## src/rtl/flux_enc_pkg.sv

```systemverilog
package flux_enc_pkg;
  typedef struct packed {
    logic edgeSlot;   // boundary half of a cell
    logic midSlot;    // middle half of a cell
    logic loadByte;   // last mid slot of a byte: fetch next
    logic mfm;        // latched line code
  } encStrobe_t;
endpackage

```

## src/rtl/flux_enc_ctrl.sv

```systemverilog
module flux_enc_ctrl
  import flux_enc_pkg::*;
#(
  parameter int BYTE_W = 8
) (
  input  logic       clk,
  input  logic       rstN,
  input  logic       halfTick,
  input  logic       modeMfm,
  output encStrobe_t strb,
  output logic       inReady
);
  localparam int CNT_W = (BYTE_W > 1) ? $clog2(BYTE_W) : 1;
  localparam logic [CNT_W-1:0] LAST_IDX = CNT_W'(BYTE_W - 1);

  logic             phaseMid;
  logic [CNT_W-1:0] bitCnt;
  logic             modeReg;
  logic             lastCell;

  assign lastCell      = (bitCnt == LAST_IDX);
  assign strb.edgeSlot = halfTick & ~phaseMid;
  assign strb.midSlot  = halfTick & phaseMid;
  assign strb.loadByte = halfTick & phaseMid & lastCell;
  assign strb.mfm      = modeReg;
  assign inReady       = strb.loadByte;

  always_ff @(posedge clk) begin
    if (!rstN) begin
      phaseMid <= 1'b0;
      bitCnt   <= LAST_IDX;
      modeReg  <= 1'b0;
    end else if (halfTick) begin
      phaseMid <= ~phaseMid;
      if (phaseMid) begin
        if (lastCell) begin
          bitCnt  <= '0;
          modeReg <= modeMfm;
        end else begin
          bitCnt <= bitCnt + 1'b1;
        end
      end
    end
  end


  cnt_hold_chk: assert property (@(posedge clk) disable iff (!rstN)
    (halfTick && !phaseMid) |=> $stable(bitCnt));


  mode_hold_chk: assert property (@(posedge clk) disable iff (!rstN)
    !strb.loadByte |=> $stable(modeReg));
endmodule

```

## src/rtl/flux_enc_datapath.sv

```systemverilog
module flux_enc_datapath
  import flux_enc_pkg::*;
#(
  parameter int BYTE_W = 8
) (
  input  logic              clk,
  input  logic              rstN,
  input  encStrobe_t        strb,
  input  logic [BYTE_W-1:0] inData,
  input  logic              inValid,
  output logic              lineOut
);
  logic [BYTE_W-1:0] shiftReg;
  logic              prevBit;
  logic              curBit;
  logic              edgeFlip;
  logic              flip;
  logic              midFlipped;

  assign curBit   = shiftReg[BYTE_W-1];
  assign edgeFlip = strb.mfm ? (~prevBit & ~curBit) : 1'b1;
  assign flip     = (strb.edgeSlot & edgeFlip) | (strb.midSlot & curBit);

  always_ff @(posedge clk) begin
    if (!rstN) begin
      shiftReg   <= '0;
      prevBit    <= 1'b1;
      lineOut    <= 1'b0;
      midFlipped <= 1'b0;
    end else begin
      if (flip) lineOut <= ~lineOut;
      if (strb.midSlot) begin
        prevBit    <= curBit;
        midFlipped <= curBit;
        if (strb.loadByte) shiftReg <= inValid ? inData : '0;
        else               shiftReg <= {shiftReg[BYTE_W-2:0], 1'b0};
      end else if (strb.edgeSlot) begin
        midFlipped <= 1'b0;
      end
    end
  end


  fm_edge_chk: assert property (@(posedge clk) disable iff (!rstN)
    (strb.edgeSlot && !strb.mfm) |=> (lineOut != $past(lineOut)));


  mfm_gap_chk: assert property (@(posedge clk) disable iff (!rstN)
    (strb.edgeSlot && strb.mfm && midFlipped) |=> $stable(lineOut));


  msb_shift_chk: assert property (@(posedge clk) disable iff (!rstN)
    (strb.midSlot && !strb.loadByte) |=>
      (shiftReg == {$past(shiftReg[BYTE_W-2:0]), 1'b0}));
endmodule

```

## src/rtl/flux_encoder.sv

```systemverilog
module flux_encoder
  import flux_enc_pkg::*;
#(
  parameter int BYTE_W = 8
) (
  input  logic              clk,
  input  logic              rstN,
  input  logic              halfTick,
  input  logic              modeMfm,
  input  logic [BYTE_W-1:0] inData,
  input  logic              inValid,
  output logic              inReady,
  output logic              lineOut
);
  encStrobe_t strb;

  flux_enc_ctrl #(.BYTE_W(BYTE_W)) uCtrl (
    .clk(clk), .rstN(rstN), .halfTick(halfTick), .modeMfm(modeMfm),
    .strb(strb), .inReady(inReady)
  );

  flux_enc_datapath #(.BYTE_W(BYTE_W)) uData (
    .clk(clk), .rstN(rstN), .strb(strb), .inData(inData),
    .inValid(inValid), .lineOut(lineOut)
  );


  line_quiet_chk: assert property (@(posedge clk) disable iff (!rstN)
    !halfTick |=> $stable(lineOut));
endmodule

```

## config.mk

```make
export PLATFORM = sky130hd
export DESIGN_NAME = flux_encoder
export DESIGN_NICKNAME = d
export VERILOG_FILES = /design/src/rtl/flux_enc_pkg.sv /design/src/rtl/flux_enc_ctrl.sv /design/src/rtl/flux_enc_datapath.sv /design/src/rtl/flux_encoder.sv
export SDC_FILE = /design/constraint.sdc
export NUM_CORES = 1
export LEC_CHECK = 0
export ABC_AREA = 1
export CAP_MARGIN = 20
export CORE_AREA = 4 4 42 44
export DETAILED_ROUTE_END_ITERATION = 6
export DIE_AREA = 0 0 46 48
export DONT_BUFFER_PORTS = 1
export PLACE_DENSITY_LB_ADDON = 0.05
export SLEW_MARGIN = 20
export SYNTH_ARGS = -nofsm -noshare
export SYNTH_HDL_FRONTEND = slang
export SYNTH_SLANG_ARGS = --single-unit
```

## constraint.sdc

```tcl
create_clock -name clk -period 1.6 [get_ports clk]
set_input_delay 0.24 -clock clk [delete_from_list [all_inputs] [get_ports clk]]
set_output_delay 0.24 -clock clk [all_outputs]
set_load 0.02 [all_outputs]
```

[Yosys cells after proc, flatten, opt, wreduce, memory -nomap -nowiden]
Index checks and enable logic that the tools add are counted.
W data, S select, Z words.
Word-level totals
  bits in registers: 15
  input bits: 13
  output and inout bits: 2
  logic and storage cells: 25
Cells by class
  add/subtract/negate cells: 1
  eq/ne operators: 1
  multiplexer cells: 4
  bitwise operators: 11
  reductions and logical operators: 2
Operators with widths (number)
  $mux W8: 2
  $and A1 B1 Y1: 6
  $not A1 Y1: 4
  $add A3 B1 Y3 const B: 1
  $eq A3 B3 Y1 const B: 1
  $mux W3: 1
  $reduce_and A3 Y1: 1
  $reduce_and A2 Y1: 1
  $mux W1: 1
  $or A1 B1 Y1: 1

[Depth between registers and ports, before layout]
Gate-level depths: netlist (run 1).
  depth in word-level cells: 5
  depth in mapped cells: 8
  mapped depth without buffers: 7

[Modules after synthesis]
From an unflattened synthesis (run 1), not the netlist that was laid out.
Unflattened totals
  cell total of the unflattened synthesis: 91
  area, all modules: 688.2 um^2
By module, submodules not included
  flux_enc_datapath: instances 1, cells each 58, area each 445.4 um^2, seq. area each 200.2 um^2
  flux_enc_ctrl: instances 1, cells each 33, area each 242.7 um^2, seq. area each 100.1 um^2

[Worst setup path before layout (run 1)]
OpenSTA, ideal clock, no wires.
  path kind: flip-flop to flip-flop
  from: register uCtrl.bitCnt[0]
  to: register uCtrl.modeReg
  arrival time: 1247 ps
  required time: 1484 ps
  slack: 237 ps
  cell stages (with the launch flop): 9
  period minus slack after synthesis: 1363 ps
  cells stage by stage: dfxtp_1 > ha_1 > ha_1 > buf_4 > inv_2 > nor2_2 > inv_1 > nor2_1 > nor2_1
On the way
  longest elaborated chain between the ends: 2
Ends and longest elaborated chain
  start, declared: line flux_enc_ctrl.sv:17  | logic [CNT_W-1:0] bitCnt;
  start signal, assigned: line flux_enc_ctrl.sv:40  | bitCnt <= bitCnt + 1'b1;
  $eq A3 B3 Y1: line flux_enc_ctrl.sv:21  | assign lastCell = (bitCnt == LAST_IDX);
  $reduce_and A3 Y1 (no source line)
  end signal, assigned: line flux_enc_ctrl.sv:38  | modeReg <= modeMfm;
  end, declared: line flux_enc_ctrl.sv:18  | logic modeReg;
Every way passes these cells.
A chain may end at the register's enable or synchronous reset.

[Final worst setup path (run 1)]
  from: register uCtrl.bitCnt[0]
  to: output inReady
On the way
  longest elaborated chain between the ends: 2
Ends and longest elaborated chain
  $eq A3 B3 Y1: line flux_enc_ctrl.sv:21
  $and A1 B1 Y1: line flux_enc_ctrl.sv:24  | assign strb.loadByte = halfTick & phaseMid & lastCell;
  end, declared: line flux_encoder.sv:12  | output logic inReady,
Every way passes these cells.

==> results.py, run 1 <==
metrics = {
    "critical_path": {
        "cp_slowest_stage_delay_ns": 0.34,
        "cp_slowest_cell": "dfxtp_2",
        "reg2reg_depth": 5,
        "required_ns": 1.36,
        "worst-path-buf-inv": 2,
        "rrSetupSlack_ns": 0.39,
        "cp.arrival_ns": 1.28,
        "path_cells": "ha_1, ha_2, inv_2, nor2_2, buf_4",
        "endpoint_kind": "output port",
        "r2r_start": "uCtrl.bitCnt[0]$_SDFFE_PN1P_",
        "crit-reg2reg-capture": "uData.shiftReg[1]$_SDFFE_PN0P_",
        "path_delay_family": "flip-flops",
        "worstSetupPathType": "flop to output port",
        "cp-start-kind": "flop",
        "crit_path_max_fanout": 3,
    },
    "clocking": {
        "cts-root-buf": "clkbuf_4",
        "clk_latency_ns": 0.28,
        "clockBufferDepth": 2,
        "cts_tree": "done",
        "htreeDepth": 1,
        "clk_pin_slew_worst_paths_ns": 0.09,
        "cts.sinks": 15,
        "cts_buffers": 3,
    },
    "floorplan": {
        "start_util": 0.452,
        "die_width_um": 46,
        "rows": 14,
        "io_pins": 15,
        "die_y_um": 48,
        "die-area_um2": 2210,
        "core_um2": 1440,
    },
    "timing": {
        "setup_tns_ns": 0,
        "setup_viol": 0,
        "drv_slew": 0,
        "finalHoldViolCount": 0,
        "slew_headroom": 0.852,
        "fin_ws_ns": 0.0810,
        "fin_crit_ns": 1.52,
        "tightest_slew_ns": 0.222,
        "skew_ns": 0.00220,
        "fin_crit_sh": 0.949,
        "hold_slack_ns": 0.0400,
        "rsz0062_at_grt": "no",
        "max_freq_mhz": 658,
    },
    "layout": {
        "final_common_cell": "nand2_1",
        "final_cell_mix": "16 x nand2_1, 13 x dfxtp_1, 10 x o21ai_0",
        "diodes": 0,
        "area_growth_pct": 9.63,
        "fin_area_um2": 712,
        "nets": 106,
        "fin_util": 0.496,
        "drive_gt1_frac": 0.189,
        "regArea_um2": 303,
        "stdcell_count": 106,
        "n_fill_cell": 156,
        "multiInputGateArea_um2": 307,
    },
    "logic_synthesis": {
        "synthSimpleGateAreaFrac": 0.220,
        "yosys_warnings": 0,
        "syn_nets": 100,
        "ys_seq_area_frac": 0.462,
        "syn_avg_cell_area_um2": 7.64,
        "synth_cells": 85,
        "synth.area.mux_share": 0,
        "synth_xor_area_frac": 0,
        "ys_types": 18,
        "synth_fa_ha_area_frac": 0.0385,
        "synth_compound_area_frac": 0.210,
        "synth_seq_cells": 15,
        "synth_top_family_by_area": "simple AND/OR/NAND/NOR gates",
        "syn-cell-area_um2": 649,
    },
    "worst_hold_path": {
        "min_from": "rstN",
        "whs_path_depth": 1,
        "hold_path_class": "primary input to flop",
        "min_to": "uData.prevBit$_SDFFE_PN1P_",
    },
    "routing": {
        "highest_layer": "met4",
        "wire_per_inst_um": 12.6,
        "wirelength_met1_um": 611,
        "viasPerCell": 5.31,
        "vias": 563,
        "drt_pre_antenna_iters": 4,
        "drtAntennaViolNets": 0,
        "wl_met3_um": 86,
        "wl_met2_um": 624,
        "initialDrtViolationCount": 11,
        "remaining_drc_errors": 0,
        "routed_wl_mm": 1.33,
    },
    "run": {
        "maxCapViolCount": 0,
    },
    "placement": {
        "pre_cts_ws_ns": 0.304,
        "gp_congestion": 0.642,
        "place_hpwl_um": 966,
        "dp.cells": 101,
        "placed_area_um2": 673,
        "io_buffers": 0,
    },
    "power_and_ir_drop": {
        "max-vdd-ir-drop_uv": 610,
        "power.total_mw": 0.740,
        "power.density_nw_per_um2": 1040,
        "p_leak_nw": 0.290,
    },
    "global_route": {
        "antenna_found_initial": 0,
        "grt_use_total": 0.143,
        "grt_pass1_vias": 486,
        "grt_pass1_wl_mm": 2.20,
        "overflow": 0,
        "grt_start_max_net_pins": 10,
    },
    "outcome": {
        "outcome": "finished clean",
    },
}
synthesized netlist by cell type:
| cell | count | area (µm²) |
|---|---|---|
| inv_1 | 5 | 18.8 |
| inv_2 | 4 | 15.0 |
| nor2_2 | 1 | 6.26 |
| o211ai_1 | 1 | 7.51 |
| a21oi_1 | 7 | 35.0 |
| clkbuf_1 | 1 | 3.75 |
| o21a_1 | 1 | 7.51 |
| ha_1 | 2 | 25.0 |
| nand2_1 | 16 | 60.1 |
| nor2_1 | 6 | 22.5 |
| nor2_4 | 2 | 22.5 |
| nand3_1 | 5 | 25.0 |
| buf_4 | 1 | 7.51 |
| dfxtp_1 | 15 | 300 |
| o21ai_1 | 6 | 30.0 |
| o21ai_0 | 10 | 50.1 |
| nand2_2 | 1 | 6.26 |
| o22ai_1 | 1 | 6.26 |
per-layer routing:
layer	vias up	track usage
met5	-	0
met4	0	0.0341
met3	2	0.0564
met2	22	0.236
met1	249	0.174
li1	290	-
cell families (layout without fill, tap and decap cells):
logic type               count (synthesis)  in the layout
AND/OR/NAND/NOR                         31             31
AO/OA/AOI/OAI                           26             26
flip-flops                              15             15
buffers and inverters                   11             16
adder cells (fa/ha/maj)                  2              2
flip-flops by register name (all words and copies together), names as in the netlist:
signal and flops:
uCtrl.bitCnt 3, uCtrl.modeReg 1, uCtrl.phaseMid 1, uData.lineOut 1, uData.prevBit 1, uData.shiftReg 8
area by class of cell:
cell class              instances  share of cell area
multi-input cells              59               0.431
clock buffers                   4              0.0369
well taps                      16              0.0281
inverters                       9              0.0475
flip-flops and latches         15               0.425
repair buffers                  3              0.0316
how the worst max path moves through the flow:
stage                                             from                         end  slack (ns)  cells past startpoint
after floorplan           uCtrl.bitCnt[0]$_SDFFE_PN1P_  uCtrl.modeReg$_SDFFE_PN0P_        0.24                      8
after global placement    uCtrl.bitCnt[0]$_SDFFE_PN1P_                     inReady        0.32                      5
after CTS                 uCtrl.bitCnt[1]$_SDFFE_PN1P_                     inReady        0.04                      5
final                     uCtrl.bitCnt[0]$_SDFFE_PN1P_                     inReady        0.08                      5
after global routing      uCtrl.bitCnt[0]$_SDFFE_PN1P_                     inReady       0.002                      5
after detailed placement  uCtrl.bitCnt[0]$_SDFFE_PN1P_                     inReady        0.30                      5
power by group:
group / internal (mW) / switching, mW
Sequential: 0.396 / 0.0153
Combinational: 0.0465 / 0.0685
Clock: 0.0967 / 0.117
Total: 0.539 / 0.201
timing repair:
item                       in CTS  in global routing
hold buffers                    0                  0
setup buffers                   1                  0
setup endpoints to repair       1                  1
gates resized for setup         0                  3
(Power assumes the default switching activity.)
==> run 2: changes to the inputs <==
==> constraint.sdc (replaced) <==
create_clock -name clk -period 2 [get_ports clk]
set_input_delay 0.3 -clock clk [delete_from_list [all_inputs] [get_ports clk]]
set_output_delay 0.3 -clock clk [all_outputs]
set_load 0.02 [all_outputs]
==> run 2 against run 1 <==
Non-clock buffer count fell by 3. Design area fell by 3.9%. Final cell count fell by 2.8%. Critical path type unchanged. Highest routed layer unchanged. Register-to-register slack improved by 0.04 ns. Worst hold slack improved by 0.061 ns. Worst setup slack improved by 0.11 ns. Via count fell by 1.4%.
==> results.py, run 2 (synthesis results as in run 1) <==
metrics = {
    "clocking": {
        "postCtsSetupRepairBufs": 0,
        "cts-root-buf": "clkbuf_4",
        "clk_pin_slew_worst_paths_ns": 0.08,
        "cts_resized": 0,
        "htreeDepth": 1,
        "clockBufferDepth": 2,
        "cts.sinks": 15,
        "hold_buffers": 0,
        "cts_buffers": 3,
        "cts_tree": "done",
        "clk_latency_ns": 0.28,
    },
    "floorplan": {
        "rows": 14,
        "die_width_um": 46,
        "core_um2": 1440,
        "io_pins": 15,
        "die_y_um": 48,
        "die-area_um2": 2210,
        "start_util": 0.452,
    },
    "routing": {
        "drtAntennaViolNets": 0,
        "wire_per_inst_um": 11.9,
        "vias": 555,
        "remaining_drc_errors": 0,
        "drt_pre_antenna_iters": 4,
        "initialDrtViolationCount": 19,
        "routed_wl_mm": 1.23,
        "viasPerCell": 5.39,
    },
    "global_route": {
        "grt_start_max_net_pins": 11,
        "grt.met3_usage": 0.0602,
        "met2_usage": 0.192,
        "gr-usage-met1": 0.161,
        "grt_busiest_layer": "met2",
        "overflow": 0,
        "grt_pass1_wl_mm": 1.98,
        "grt_pass1_vias": 479,
        "antenna_found_initial": 0,
        "grt_use_total": 0.129,
    },
    "layout": {
        "n_fill_cell": 152,
        "largest_register_ffs": 8,
        "fin_area_um2": 684,
        "diodes": 0,
        "drive_gt1_frac": 0.126,
        "nets": 103,
        "final_cell_mix": "16 x nand2_1, 15 x dfxtp_1, 10 x o21ai_0",
        "top_register": "uData.shiftReg",
        "stdcell_count": 103,
        "final_common_cell": "nand2_1",
        "reg.largest.list": "uData.shiftReg (8), uCtrl.bitCnt (3)",
        "area_growth_pct": 5.39,
    },
    "power_and_ir_drop": {
        "max-vdd-ir-drop_uv": 384,
        "p_leak_nw": 0.277,
        "power.density_nw_per_um2": 838,
        "comb_power_share": 0.134,
        "p_sw_mw": 0.152,
        "p_clk_frac": 0.293,
        "seqPwrFrac": 0.573,
        "swShare": 0.265,
        "intPower_mw": 0.421,
        "power.total_mw": 0.574,
    },
    "timing": {
        "slew_headroom": 0.803,
        "tightest_slew_ns": 0.296,
        "drv_slew": 0,
        "setup_tns_ns": 0,
        "max_freq_mhz": 551,
        "skew_ns": 0.00305,
        "fin_crit_sh": 0.907,
        "finalHoldViolCount": 0,
        "fin_crit_ns": 1.81,
        "rsz0062_at_grt": "no",
        "setup_viol": 0,
        "hold_slack_ns": 0.101,
    },
    "critical_path": {
        "cp-start-kind": "flop",
        "endpoint_kind": "output port",
        "crit_path_max_fanout": 10,
        "worstSetupPathType": "flop to output port",
        "required_ns": 1.70,
        "cp.arrival_ns": 1.51,
    },
    "outcome": {
        "outcome": "finished clean",
    },
    "placement": {
        "place_hpwl_um": 933,
        "placed_area_um2": 658,
        "dp.cells": 99,
        "gp_congestion": 0.718,
        "io_buffers": 0,
    },
    "run": {
        "maxCapViolCount": 0,
    },
    "worst_hold_path": {
        "hold_path_class": "primary input to flop",
    },
}
[run 2: changes by cell type in the layout (fill, tap and decap cells not counted), sizes merged]
| cell | previous run | this run |
|---|---|---|
| buf | 3 | 0 |
[run 2: critical path: stages (launching register included)]
cell     delay (ns)
dfxtp_1        0.35
ha_1           0.15
ha_1           0.32
inv_2          0.13
nor2_2         0.29
[run 2: routing by layer]
metal,up-vias,share of wire
met1,252,0.45
met5,-,0
li1,287,-
met2,14,0.48
met4,0,0.011
met3,2,0.054
[run 2: area by class of cell]
class                      count  area [µm²]  share of cell area
tap                           16        20.0              0.0293
clock buffer                   4        26.3              0.0384
sequential                    15         300               0.439
multi-input combinational     59         304               0.444
inverter                       9        33.8              0.0494
[run 2: final timing paths]
path,start,endpoint,slack [ns],cells past startpoint
min,rstN,uCtrl.bitCnt[2]$_SDFFE_PN1P_,0.10,1
max,uCtrl.bitCnt[0]$_SDFFE_PN1P_,inReady,0.19,4
max reg2reg,uCtrl.bitCnt[0]$_SDFFE_PN1P_,uCtrl.modeReg$_SDFFE_PN0P_,0.43,7
min reg2reg,uData.shiftReg[5]$_SDFFE_PN0P_,uData.shiftReg[5]$_SDFFE_PN0P_,0.45,2
[run 2: power groups by stage]
stage	Clock, mW	Sequential [mW]	Combinational (mW)
2_1_floorplan	0	0.333	0.0696
3_3_place_gp	0	0.336	0.0771
3_5_place_dp	0	0.336	0.0767
4_1_cts	0.178	0.329	0.0775
5_1_grt	0.188	0.331	0.0918
6_report	0.168	0.329	0.0767
[run 2: per-stage QoR]
stage	utilization	setup WS, ns
6_report	0.476	0.186
5_1_grt	0.476	0.0267
4_1_cts	0.476	0.166
3_5_place_dp	0.458	0.429
3_3_place_gp	0.458	0.463
2_1_floorplan	-	0.637
==> run 3: changes to the inputs <==
==> constraint.sdc (replaced) <==
create_clock -name clk -period 2.25 [get_ports clk]
set_input_delay 0.3375 -clock clk [delete_from_list [all_inputs] [get_ports clk]]
set_output_delay 0.3375 -clock clk [all_outputs]
set_load 0.02 [all_outputs]
==> run 3 against run 2 <==
Routed wire length up 2.0%. Worst hold slack improved by 0.025 ns. First-iteration DRC count fell by 58%. Final cell count unchanged. Via count decreased by 0.54%. Sequential share of layout area shrank 0.080 points. Critical path type unchanged. Critical endpoint unchanged. Highest routed layer unchanged.
==> results.py, run 3 (synthesis results as in run 1) <==
metrics = {
    "timing": {
        "finalHoldViolCount": 0,
        "max_freq_mhz": 535,
        "slew_headroom": 0.801,
        "setup_viol": 0,
        "fin_crit_sh": 0.831,
        "hold_slack_ns": 0.126,
        "tightest_slew_ns": 0.299,
        "drv_slew": 0,
        "fin_crit_ns": 1.87,
        "setup_tns_ns": 0,
        "skew_ns": 0.0128,
        "rsz0062_at_grt": "no",
    },
    "critical_path": {
        "cp_common_cell": "ha_1",
        "cp_slowest_stage_delay_ns": 0.36,
        "cp.arrival_ns": 1.53,
        "worstSetupPathType": "flop to output port",
        "path_cells": "ha_1, ha_1, inv_2, nor2_2",
        "endpoint_kind": "output port",
        "worst-path-buf-inv": 1,
        "crit_path_max_fanout": 10,
        "required_ns": 1.91,
        "cp_slowest_cell": "dfxtp_1",
        "cp-start-kind": "flop",
        "path_delay_family": "adder cells",
    },
    "clocking": {
        "cts_tree": "done",
        "cts.sinks": 15,
        "hold_buffers": 0,
        "cts-root-buf": "clkbuf_4",
        "postCtsSetupRepairBufs": 0,
        "clk_latency_ns": 0.29,
        "clk_pin_slew_worst_paths_ns": 0.10,
        "htreeDepth": 1,
        "cts_buffers": 3,
        "clockBufferDepth": 2,
        "cts_resized": 0,
    },
    "worst_hold_path": {
        "hold_path_class": "primary input to flop",
    },
    "floorplan": {
        "die-area_um2": 2210,
        "start_util": 0.452,
        "die_y_um": 48,
        "die_width_um": 46,
        "io_pins": 15,
        "rows": 14,
        "core_um2": 1440,
    },
    "routing": {
        "vias": 552,
        "viasPerCell": 5.36,
        "initialDrtViolationCount": 8,
        "routed_wl_mm": 1.25,
        "wire_per_inst_um": 12.2,
        "remaining_drc_errors": 0,
        "drt_pre_antenna_iters": 4,
        "drtAntennaViolNets": 0,
    },
    "layout": {
        "n_fill_cell": 154,
        "top_register": "uData.shiftReg",
        "final_common_cell": "nand2_1",
        "reg.largest.list": "uData.shiftReg (8), uCtrl.bitCnt (3)",
        "fin_area_um2": 686,
        "largest_register_ffs": 8,
        "drive_gt1_frac": 0.138,
        "nets": 103,
        "final_cell_mix": "16 x nand2_1, 15 x dfxtp_1, 10 x o21ai_0",
        "stdcell_count": 103,
        "diodes": 0,
        "area_growth_pct": 5.59,
    },
    "power_and_ir_drop": {
        "swShare": 0.281,
        "power.density_nw_per_um2": 754,
        "p_sw_mw": 0.145,
        "p_leak_nw": 0.279,
        "comb_power_share": 0.132,
        "p_clk_frac": 0.303,
        "intPower_mw": 0.372,
        "seqPwrFrac": 0.565,
        "max-vdd-ir-drop_uv": 348,
        "power.total_mw": 0.517,
    },
    "global_route": {
        "grt_pass1_wl_mm": 2.03,
        "overflow": 0,
        "grt_pass1_vias": 499,
        "antenna_found_initial": 0,
        "grt_start_max_net_pins": 11,
        "grt_use_total": 0.133,
    },
    "placement": {
        "placed_area_um2": 658,
        "dp.cells": 99,
        "gp_congestion": 0.718,
        "io_buffers": 0,
        "place_hpwl_um": 943,
    },
    "outcome": {
        "outcome": "finished clean",
    },
    "run": {
        "maxCapViolCount": 0,
    },
}
-- run 3: changes by cell type in the layout (fill, tap and decap cells not counted) --
cell      before  now
clkbuf_1       1    0
clkinv_2       0    1
-- run 3: worst reg2reg max path, cell delays in order, from the launching register on --
cell     delay [ns]
dfxtp_1        0.36
ha_1           0.15
ha_1           0.31
inv_2          0.13
nor2_2         0.29
inv_1          0.09
o21ai_0        0.17
-- run 3: power groups by stage --
stage	Sequential (mW)	Combinational (mW)	Clock, mW
floorplan	0.296	0.0619	0
global placement	0.299	0.0685	0
detailed placement	0.298	0.0686	0
CTS	0.292	0.0689	0.163
global route	0.294	0.0817	0.173
finish	0.292	0.0681	0.157
-- run 3: area by class of cell --
cell class	instances	area, µm²	area share
Clock inverter	1	5.00	0.00730
Sequential cell	15	300	0.438
Clock buffer	3	22.5	0.0328
Multi-Input combinational cell	59	304	0.443
Inverter	9	33.8	0.0493
Tap cell	16	20.0	0.0292
-- run 3: layer usage --
metal | vias to the layer above | part of all wire | track usage
met5 | - | 0 | 0
met4 | 0 | 0.014 | 0.0341
met3 | 4 | 0.083 | 0.0865
met2 | 15 | 0.47 | 0.195
met1 | 247 | 0.43 | 0.160
li1 | 286 | - | -
-- run 3: through the flow --
stage,util,setup WS (ns)
2_1_floorplan,-,0.878
3_3_place_gp,0.458,0.712
3_5_place_dp,0.458,0.669
4_1_cts,0.477,0.357
5_1_grt,0.477,0.223
6_report,0.477,0.380
-- run 3: path summary, 6_finish.rpt --
| kind | startpoint | to | slack [ns] | cells past startpoint |
|---|---|---|---|---|
| setup / recovery | uCtrl.bitCnt[0]$_SDFFE_PN1P_ | inReady | 0.38 | 4 |
| hold / removal | rstN | uCtrl.bitCnt[1]$_SDFFE_PN1P_ | 0.13 | 1 |
| setup reg to reg | uCtrl.bitCnt[0]$_SDFFE_PN1P_ | uData.shiftReg[0]$_SDFFE_PN0P_ | 0.67 | 6 |
| hold reg to reg | uData.shiftReg[5]$_SDFFE_PN0P_ | uData.shiftReg[5]$_SDFFE_PN0P_ | 0.46 | 2 |
